`src/rtl/tcell_pkg.sv`:
```
package tcell_pkg;

    localparam int SAMPLE_W  = 16;
    localparam int COEF_W    = 16;
    localparam int COEF_FRAC = 14;
    localparam int ANGLE_W   = 6;
    localparam int ACC_W     = 34;

    typedef enum logic [1:0] {
        CELL_PAIR    = 2'b00,
        CELL_HARTLEY = 2'b01,
        CELL_SPLIT   = 2'b10,
        CELL_SAD     = 2'b11
    } cell_mode_e;

    // Rounded cosine sample for one table slot, evaluated at elaboration.
    function automatic int cos_entry(int idx, int steps, int frac);
        real ang;
        real val;
        ang = 2.0 * 3.14159265358979323846 * real'(idx) / real'(steps);
        val = $cos(ang) * real'(64'd1 << frac);
        if (val >= 0.0)
            return $rtoi(val + 0.5);
        else
            return $rtoi(val - 0.5);
    endfunction

endpackage

```
`src/rtl/tcell_coef_rom.sv`:
```
module tcell_coef_rom #(
    parameter int ANGLE_W   = tcell_pkg::ANGLE_W,
    parameter int COEF_W    = tcell_pkg::COEF_W,
    parameter int COEF_FRAC = tcell_pkg::COEF_FRAC
) (
    input  logic [ANGLE_W-1:0]       idx_i,
    output logic signed [COEF_W-1:0] coef_o
);
    localparam int STEPS = 1 << ANGLE_W;

    logic signed [COEF_W-1:0] rom_w [STEPS];

    for (genvar i = 0; i < STEPS; i++) begin : g_slot
        localparam int SLOT_VAL = tcell_pkg::cos_entry(i, STEPS, COEF_FRAC);
        assign rom_w[i] = COEF_W'(SLOT_VAL);
    end

    assign coef_o = rom_w[idx_i];
endmodule

```
`src/rtl/tcell_mul_stage.sv`:
```
module tcell_mul_stage #(
    parameter int SAMPLE_W = tcell_pkg::SAMPLE_W,
    parameter int COEF_W   = tcell_pkg::COEF_W,
    parameter int ACC_W    = tcell_pkg::ACC_W,
    localparam int PROD_W  = SAMPLE_W + COEF_W
) (
    input  logic                       clk_i,
    input  logic                       rst_i,
    input  logic                       valid_i,
    input  tcell_pkg::cell_mode_e      mode_i,
    input  logic signed [SAMPLE_W-1:0] samp_i [2],
    input  logic signed [COEF_W-1:0]   coef_i [2],
    input  logic signed [ACC_W-1:0]    psum_re_i,
    input  logic signed [ACC_W-1:0]    psum_im_i,
    output logic                       valid_o,
    output tcell_pkg::cell_mode_e      mode_o,
    output logic signed [PROD_W-1:0]   prod_o [2],
    output logic signed [ACC_W-1:0]    psum_re_o,
    output logic signed [ACC_W-1:0]    psum_im_o
);
    for (genvar g = 0; g < 2; g++) begin : g_mult
        always_ff @(posedge clk_i) begin
            if (rst_i)
                prod_o[g] <= '0;
            else
                prod_o[g] <= samp_i[g] * coef_i[g];
        end
    end

    always_ff @(posedge clk_i) begin
        if (rst_i) begin
            valid_o   <= 1'b0;
            mode_o    <= tcell_pkg::CELL_PAIR;
            psum_re_o <= '0;
            psum_im_o <= '0;
        end else begin
            valid_o   <= valid_i;
            mode_o    <= mode_i;
            psum_re_o <= psum_re_i;
            psum_im_o <= psum_im_i;
        end
    end
endmodule

```
`src/rtl/tcell_sum_stage.sv`:
```
module tcell_sum_stage #(
    parameter int PROD_W  = tcell_pkg::SAMPLE_W + tcell_pkg::COEF_W,
    parameter int ACC_W   = tcell_pkg::ACC_W,
    localparam int SUM_W  = PROD_W + 1
) (
    input  logic                     clk_i,
    input  logic                     rst_i,
    input  logic                     valid_i,
    input  tcell_pkg::cell_mode_e    mode_i,
    input  logic signed [PROD_W-1:0] prod_i [2],
    input  logic signed [ACC_W-1:0]  psum_re_i,
    input  logic signed [ACC_W-1:0]  psum_im_i,
    output logic                     valid_o,
    output logic signed [ACC_W-1:0]  re_o,
    output logic signed [ACC_W-1:0]  im_o
);
    import tcell_pkg::*;

    logic signed [SUM_W-1:0] pair_sum;
    logic signed [SUM_W-1:0] mag_sum;
    logic signed [ACC_W-1:0] re_add;
    logic signed [ACC_W-1:0] im_add;

    assign pair_sum = SUM_W'(prod_i[0]) + SUM_W'(prod_i[1]);
    assign mag_sum  = pair_sum[SUM_W-1] ? -pair_sum : pair_sum;

    always_comb begin
        unique case (mode_i)
            CELL_SPLIT: begin
                re_add = ACC_W'(prod_i[0]);
                im_add = ACC_W'(prod_i[1]);
            end
            CELL_SAD: begin
                re_add = ACC_W'(mag_sum);
                im_add = '0;
            end
            CELL_PAIR, CELL_HARTLEY: begin
                re_add = ACC_W'(pair_sum);
                im_add = '0;
            end
        endcase
    end

    always_ff @(posedge clk_i) begin
        if (rst_i) begin
            valid_o <= 1'b0;
            re_o    <= '0;
            im_o    <= '0;
        end else begin
            valid_o <= valid_i;
            re_o    <= psum_re_i + re_add;
            im_o    <= psum_im_i + im_add;
        end
    end
endmodule

```
`src/rtl/tcell_mac.sv`:
```
module tcell_mac #(
    parameter int SAMPLE_W  = tcell_pkg::SAMPLE_W,
    parameter int COEF_W    = tcell_pkg::COEF_W,
    parameter int COEF_FRAC = tcell_pkg::COEF_FRAC,
    parameter int ANGLE_W   = tcell_pkg::ANGLE_W,
    parameter int ACC_W     = tcell_pkg::ACC_W
) (
    input  logic                       clk_i,
    input  logic                       rst_i,
    input  logic                       in_valid_i,
    input  logic [1:0]                 mode_i,
    input  logic [ANGLE_W-1:0]         ang1_i,
    input  logic [ANGLE_W-1:0]         ang2_i,
    input  logic signed [SAMPLE_W-1:0] x1_i,
    input  logic signed [SAMPLE_W-1:0] x2_i,
    input  logic signed [ACC_W-1:0]    psum_re_i,
    input  logic signed [ACC_W-1:0]    psum_im_i,
    output logic                       out_valid_o,
    output logic signed [ACC_W-1:0]    acc_re_o,
    output logic signed [ACC_W-1:0]    acc_im_o
);
    import tcell_pkg::*;

    localparam int PROD_W = SAMPLE_W + COEF_W;
    localparam logic [ANGLE_W-1:0]       QUARTER_IDX = ANGLE_W'(1 << (ANGLE_W - 2));
    localparam logic signed [COEF_W-1:0] POS_ONE     = COEF_W'(1 << COEF_FRAC);
    localparam logic signed [COEF_W-1:0] NEG_ONE     = -POS_ONE;

    cell_mode_e mode_e;
    assign mode_e = cell_mode_e'(mode_i);

    // ---- stage 1: coefficient fetch and sample steering ----
    logic [ANGLE_W-1:0]       ang_sel   [2];
    logic signed [COEF_W-1:0] coef_raw  [2];
    logic signed [COEF_W-1:0] coef_next [2];
    logic signed [SAMPLE_W-1:0] samp_next [2];

    assign ang_sel[0] = ang1_i;
    assign ang_sel[1] = (mode_e == CELL_HARTLEY) ? (QUARTER_IDX - ang1_i) : ang2_i;

    for (genvar g = 0; g < 2; g++) begin : g_rom
        tcell_coef_rom #(
            .ANGLE_W  (ANGLE_W),
            .COEF_W   (COEF_W),
            .COEF_FRAC(COEF_FRAC)
        ) rom_i (
            .idx_i (ang_sel[g]),
            .coef_o(coef_raw[g])
        );
    end

    assign coef_next[0] = (mode_e == CELL_SAD) ? POS_ONE : coef_raw[0];
    assign coef_next[1] = (mode_e == CELL_SAD) ? NEG_ONE : coef_raw[1];
    assign samp_next[0] = x1_i;
    assign samp_next[1] = (mode_e == CELL_HARTLEY) ? x1_i : x2_i;

    logic                       s1_valid;
    cell_mode_e                 s1_mode;
    logic signed [COEF_W-1:0]   s1_coef [2];
    logic signed [SAMPLE_W-1:0] s1_samp [2];
    logic signed [ACC_W-1:0]    s1_psum_re;
    logic signed [ACC_W-1:0]    s1_psum_im;

    always_ff @(posedge clk_i) begin
        if (rst_i) begin
            s1_valid   <= 1'b0;
            s1_mode    <= CELL_PAIR;
            s1_coef    <= '{default: '0};
            s1_samp    <= '{default: '0};
            s1_psum_re <= '0;
            s1_psum_im <= '0;
        end else begin
            s1_valid   <= in_valid_i;
            s1_mode    <= mode_e;
            s1_coef    <= coef_next;
            s1_samp    <= samp_next;
            s1_psum_re <= psum_re_i;
            s1_psum_im <= psum_im_i;
        end
    end

    // ---- stage 2: products ----
    logic                     s2_valid;
    cell_mode_e               s2_mode;
    logic signed [PROD_W-1:0] s2_prod [2];
    logic signed [ACC_W-1:0]  s2_psum_re;
    logic signed [ACC_W-1:0]  s2_psum_im;

    tcell_mul_stage #(
        .SAMPLE_W(SAMPLE_W),
        .COEF_W  (COEF_W),
        .ACC_W   (ACC_W)
    ) mul_i (
        .clk_i    (clk_i),
        .rst_i    (rst_i),
        .valid_i  (s1_valid),
        .mode_i   (s1_mode),
        .samp_i   (s1_samp),
        .coef_i   (s1_coef),
        .psum_re_i(s1_psum_re),
        .psum_im_i(s1_psum_im),
        .valid_o  (s2_valid),
        .mode_o   (s2_mode),
        .prod_o   (s2_prod),
        .psum_re_o(s2_psum_re),
        .psum_im_o(s2_psum_im)
    );

    // ---- stage 3: combine and accumulate ----
    tcell_sum_stage #(
        .PROD_W(PROD_W),
        .ACC_W (ACC_W)
    ) sum_i (
        .clk_i    (clk_i),
        .rst_i    (rst_i),
        .valid_i  (s2_valid),
        .mode_i   (s2_mode),
        .prod_i   (s2_prod),
        .psum_re_i(s2_psum_re),
        .psum_im_i(s2_psum_im),
        .valid_o  (out_valid_o),
        .re_o     (acc_re_o),
        .im_o     (acc_im_o)
    );
endmodule

```
`config.mk`:
```
export PLATFORM = sky130hd
export DESIGN_NAME = tcell_mac
export DESIGN_NICKNAME = d
export VERILOG_FILES = /design/src/rtl/tcell_pkg.sv /design/src/rtl/tcell_coef_rom.sv /design/src/rtl/tcell_mul_stage.sv /design/src/rtl/tcell_sum_stage.sv /design/src/rtl/tcell_mac.sv
export SDC_FILE = /design/constraint.sdc
export NUM_CORES = 2
export LEC_CHECK = 0
export ABC_CLOCK_PERIOD_IN_PS = 16750
export BUFFER_PORTS_ARGS = -buffer_cell sky130_fd_sc_hd__buf_2
export CAP_MARGIN = 10
export CORE_MARGIN = 2
export CORE_UTILIZATION = 31
export CTS_CLUSTER_SIZE = 20
export DETAILED_ROUTE_END_ITERATION = 8
export REMOVE_ABC_BUFFERS = 1
export SKIP_CTS_REPAIR_TIMING = 1
export SLEW_MARGIN = 20
export SYNTH_ARGS = -nofsm -noshare
export SYNTH_HDL_FRONTEND = slang
export SYNTH_SLANG_ARGS = --single-unit
```
`constraint.sdc`:
```
create_clock -name clk_i -period 16.75 [get_ports clk_i]
set_clock_uncertainty 0.15 [all_clocks]
set_input_delay 1.675 -clock clk_i [delete_from_list [all_inputs] [get_ports clk_i]]
set_output_delay 1.675 -clock clk_i [all_outputs]
set_load 0.05 [all_outputs]
```
==> qor.csv <==
stage;metric;value;unit
logic_synthesis;leading area contributor after synthesis;fa_1;
pwr;Power Total;4557;uW
logic_synthesis;number of flops mapped to enable cells by yosys;0;
pwr;Switching Share;45.79;%
setup_path;critical path class;reg2reg;
sta;final setup violation count;0;
cts;Num CTS Buffers;39;
cts;Clock Tree Buf Depth;3;
logic_synthesis;predominant post-synthesis flop cell;dfxtp_1;
pwr;Pwr Density;110.9;nW/um2
global_routing;largest net degree at the start of global routing;84;
drt;final WL;105.5;mm
setup_path;Max FO, Critical Path;16;
layout;area occupied by multi-input gates;27570;um2
setup_path;endpoint type of the worst setup path;register;
drt;Detail Route met3 WL;6.971;mm
setup_path;Critical Path AT;7.56;ns
logic_synthesis;Post-synth top cells;597 x inv_1, 527 x fa_1, 499 x nand2_1, 339 x dfxtp_1, 292 x nor2_1;
drt;M1 WL;50.58;mm
drt;via/cell ratio;4.883;
global_routing;GRT Util Overall;17.15;%
logic_synthesis;register area share after synthesis;18.19;%
cts;root buffer cell;clkbuf_16;
setup_path;worst path required time;17.05;ns
sta;Slew Limit Fails;0;
pwr;cell internal pwr;2471;uW
sta;fin crit share;43.33;%
setup_path;Worst Reg-to-Reg Cells;22;
logic_synthesis;Syn Area/Cell;8.649;um2
setup_path;startpoint types;register;
pwr;Seq pwr share;23.3;%
place;Placed Area;39740;um2
layout;layout cell share with drive strength beyond 1;6.883;%
cts;# clock sinks;339;
run;max-cap viol count;0;
floorplan;Die Area;123100;um2
sta;fin crit period;7.258;ns
logic_synthesis;cells after synthesis;4313;
layout;nets;5301;
sta;Max Fclk;137.8;MHz
logic_synthesis;largest cells by area after synthesis;fa_1 28%, dfxtp_1 18%, ha_1 9.4%;
logic_synthesis;cell with the most instances after synthesis;inv_1;
sta;Hold Violations, Final;0;
cts;CTS tree;built;
layout;post-route cell area;41110;um2
floorplan;Core Box Area;119700;um2
pwr;maximum VDD drop;87.76;uV
sta;Slew @ Worst Pin;1.127;ns
drt;vias;29400;
pwr;Lkg Pwr;0.01813;uW
floorplan;Initial Utilization;31.18;%
cts;Worst-Skew Late Latency;0.59;ns
drt;Post-DRT Antenna Nets;0;
pwr;share of power burned in combinational logic;56.8;%
floorplan;die outline height;350.9;um
cts;H-tree Lvls;2;
place;pre-CTS worst setup slack;9.514;ns
floorplan;IO Pins;186;
pwr;Clock Power Share;19.9;%
cts;CTS clk-pin slew, worst paths;0.06;ns
layout;Syn-to-layout area delta;10.21;%
logic_synthesis;Synth top area share;28.28;%
place;count of input and output buffers;185;
drt;DRC;0;
floorplan;Die W;350.9;um
layout;final design utilization;34.36;%
global_routing;first-pass GRT wire length;167.5;mm
global_routing;Overflow after GRT;0;
sta;setup tns final;0;ns
place;DPL Wire Length;84.20;mm
sta;max_slew headroom;24.66;%
sta;RSZ-0062 raised after global routing;no;
global_routing;number of global-route vias before repair;29700;
logic_synthesis;register bit count reported by yosys;339;
drt;first drt pass iteration count;7;
place;GP Congestion;0.9062;
drt;DR top layer;met5;
logic_synthesis;Synth warnings;0;
sta;Setup WS post-layout;9.492;ns
drt;DRT iter0 DRCs;2498;
worst_hold_path;worst min path class;reg2reg;
logic_synthesis;fraction of registers with async set/reset;0;%
global_routing;initial antenna violation count;18;
logic_synthesis;mapped cell area;37300;um2
pwr;Switch Pwr;2087;uW
layout;fillcell total;12450;
drt;Routed wire per std cell;17.52;um
floorplan;row count;127;
status;status;completed;
drt;WL met2;45.04;mm
layout;Sequential Area;6787;um2
worst_hold_path;hold path cells;1;
logic_synthesis;post-synthesis cell type count;85;
==> sequential cells by signal (all words and copies together), names as in the netlist <==
signal	cells
mul_i.psum_im_o	34
mul_i.mode_o	2
sum_i.im_o	34
mul_i.prod_o	64
s1_samp	32
s1_mode	2
s1_valid	1
mul_i.psum_re_o	34
sum_i.re_o	34
s1_coef	32
s1_psum_im	34
sum_i.valid_o	1
s1_psum_re	34
mul_i.valid_o	1
==> metrics by stage <==
| step | hold WS (ns) | cells |
|---|---|---|
| 2_1_floorplan | 0.2638 | 4129 |
| 4_1_cts | 0.2707 | 6014 |
| 5_1_grt | 0.2884 | 6018 |
| 3_5_place_dp | 0.2704 | 5949 |
| 6_report | 0.2770 | 6021 |
| 3_3_place_gp | 0.2709 | 5949 |
==> placed cells by master, fill, tap and decap left out, types with 17 or more instances in the layout <==
cell and count:
ha_1 279, nand2b_1 50, o211ai_1 35, nand3_1 39, a311oi_1 23, and3_1 17
a31oi_1 23, o21ai_0 145, a21oi_1 245, nor2_1 292, a21o_1 69, nor3_1 65
xor2_1 68, clkbuf_16 39, buf_4 23, dfxtp_1 339, and2_1 249, a211oi_1 39
nor2b_1 183, nand2_1 499, xnor2_1 102, fa_1 527, inv_1 597, o21bai_1 21
buf_2 184, o21a_1 27
==> kinds of logic (layout without fill, tap and decap cells) <==
logic type | Yosys count | after routing | share of synthesized area, %
multiplexers | 12 | 12 | 0.4025
XOR/XNOR | 170 | 170 | 3.991
buffers and inverters | 785 | 874 | 7.959
flip-flops | 339 | 339 | 18.19
adder cells (fa/ha/maj) | 806 | 806 | 37.64
other | 0 | 7 | 0
AO/OA/AOI/OAI | 744 | 744 | 12.76
AND/OR/NAND/NOR | 1457 | 1457 | 19.06
==> routing by layer <==
metal | track usage, % | up-vias
met3 | 2.903 | 158
met2 | 26.29 | 949
met1 | 24.86 | 14320
met5 | 0 | -
met4 | 4.423 | 16
li1 | - | 13970
==> layout make-up <==
class / count / area share, %
sequential: 339 / 16.51
clock buffer: 45 / 2.550
tap: 1612 / 4.906
antenna: 7 / 0.04261
clock inverter: 20 / 0.7456
timing repair buffer: 208 / 2.696
inverter: 601 / 5.487
multi-input combinational: 3189 / 67.06
==> power by group through the flow <==
stage	Clock (uW)	Combinational, uW	Sequential, uW
after global placement	0	2550	1080
after global routing	961	2920	1070
final	905	2590	1060
after floorplan	0	1830	1100
after CTS	932	2590	1060
after detailed placement	0	2580	1080
==> worst paths after layout <==
path | to | slack (ns) | from
worst min-delay path | mul_i.psum_re_o[29] | 0.28 | s1_psum_re[29]
worst max register to register | mul_i.prod_o[63] | 9.49 | s1_samp[30]
worst min register to register | mul_i.psum_re_o[29] | 0.28 | s1_psum_re[29]
worst max-delay path | mul_i.prod_o[63] | 9.49 | s1_samp[30]
==> worst max-delay path: stages, from the launching register on <==
cell and delay (ns):
dfxtp_1 0.71, nand2_1 0.17, fa_1 0.58, inv_1 0.06, fa_1 0.54, inv_1 0.06
fa_1 0.50, fa_1 0.51, fa_1 0.49, inv_1 0.05, fa_1 0.43, ha_1 0.34
and3_1 0.22, a221o_1 0.36, a21oi_1 0.23, nor2b_1 0.08, a311o_1 0.39, a21oi_1 0.22
a311oi_1 0.13, a2111oi_1 0.48, a21oi_1 0.16, xnor2_1 0.20, nor2_1 0.07
Power figures use the tool's default switching activity.
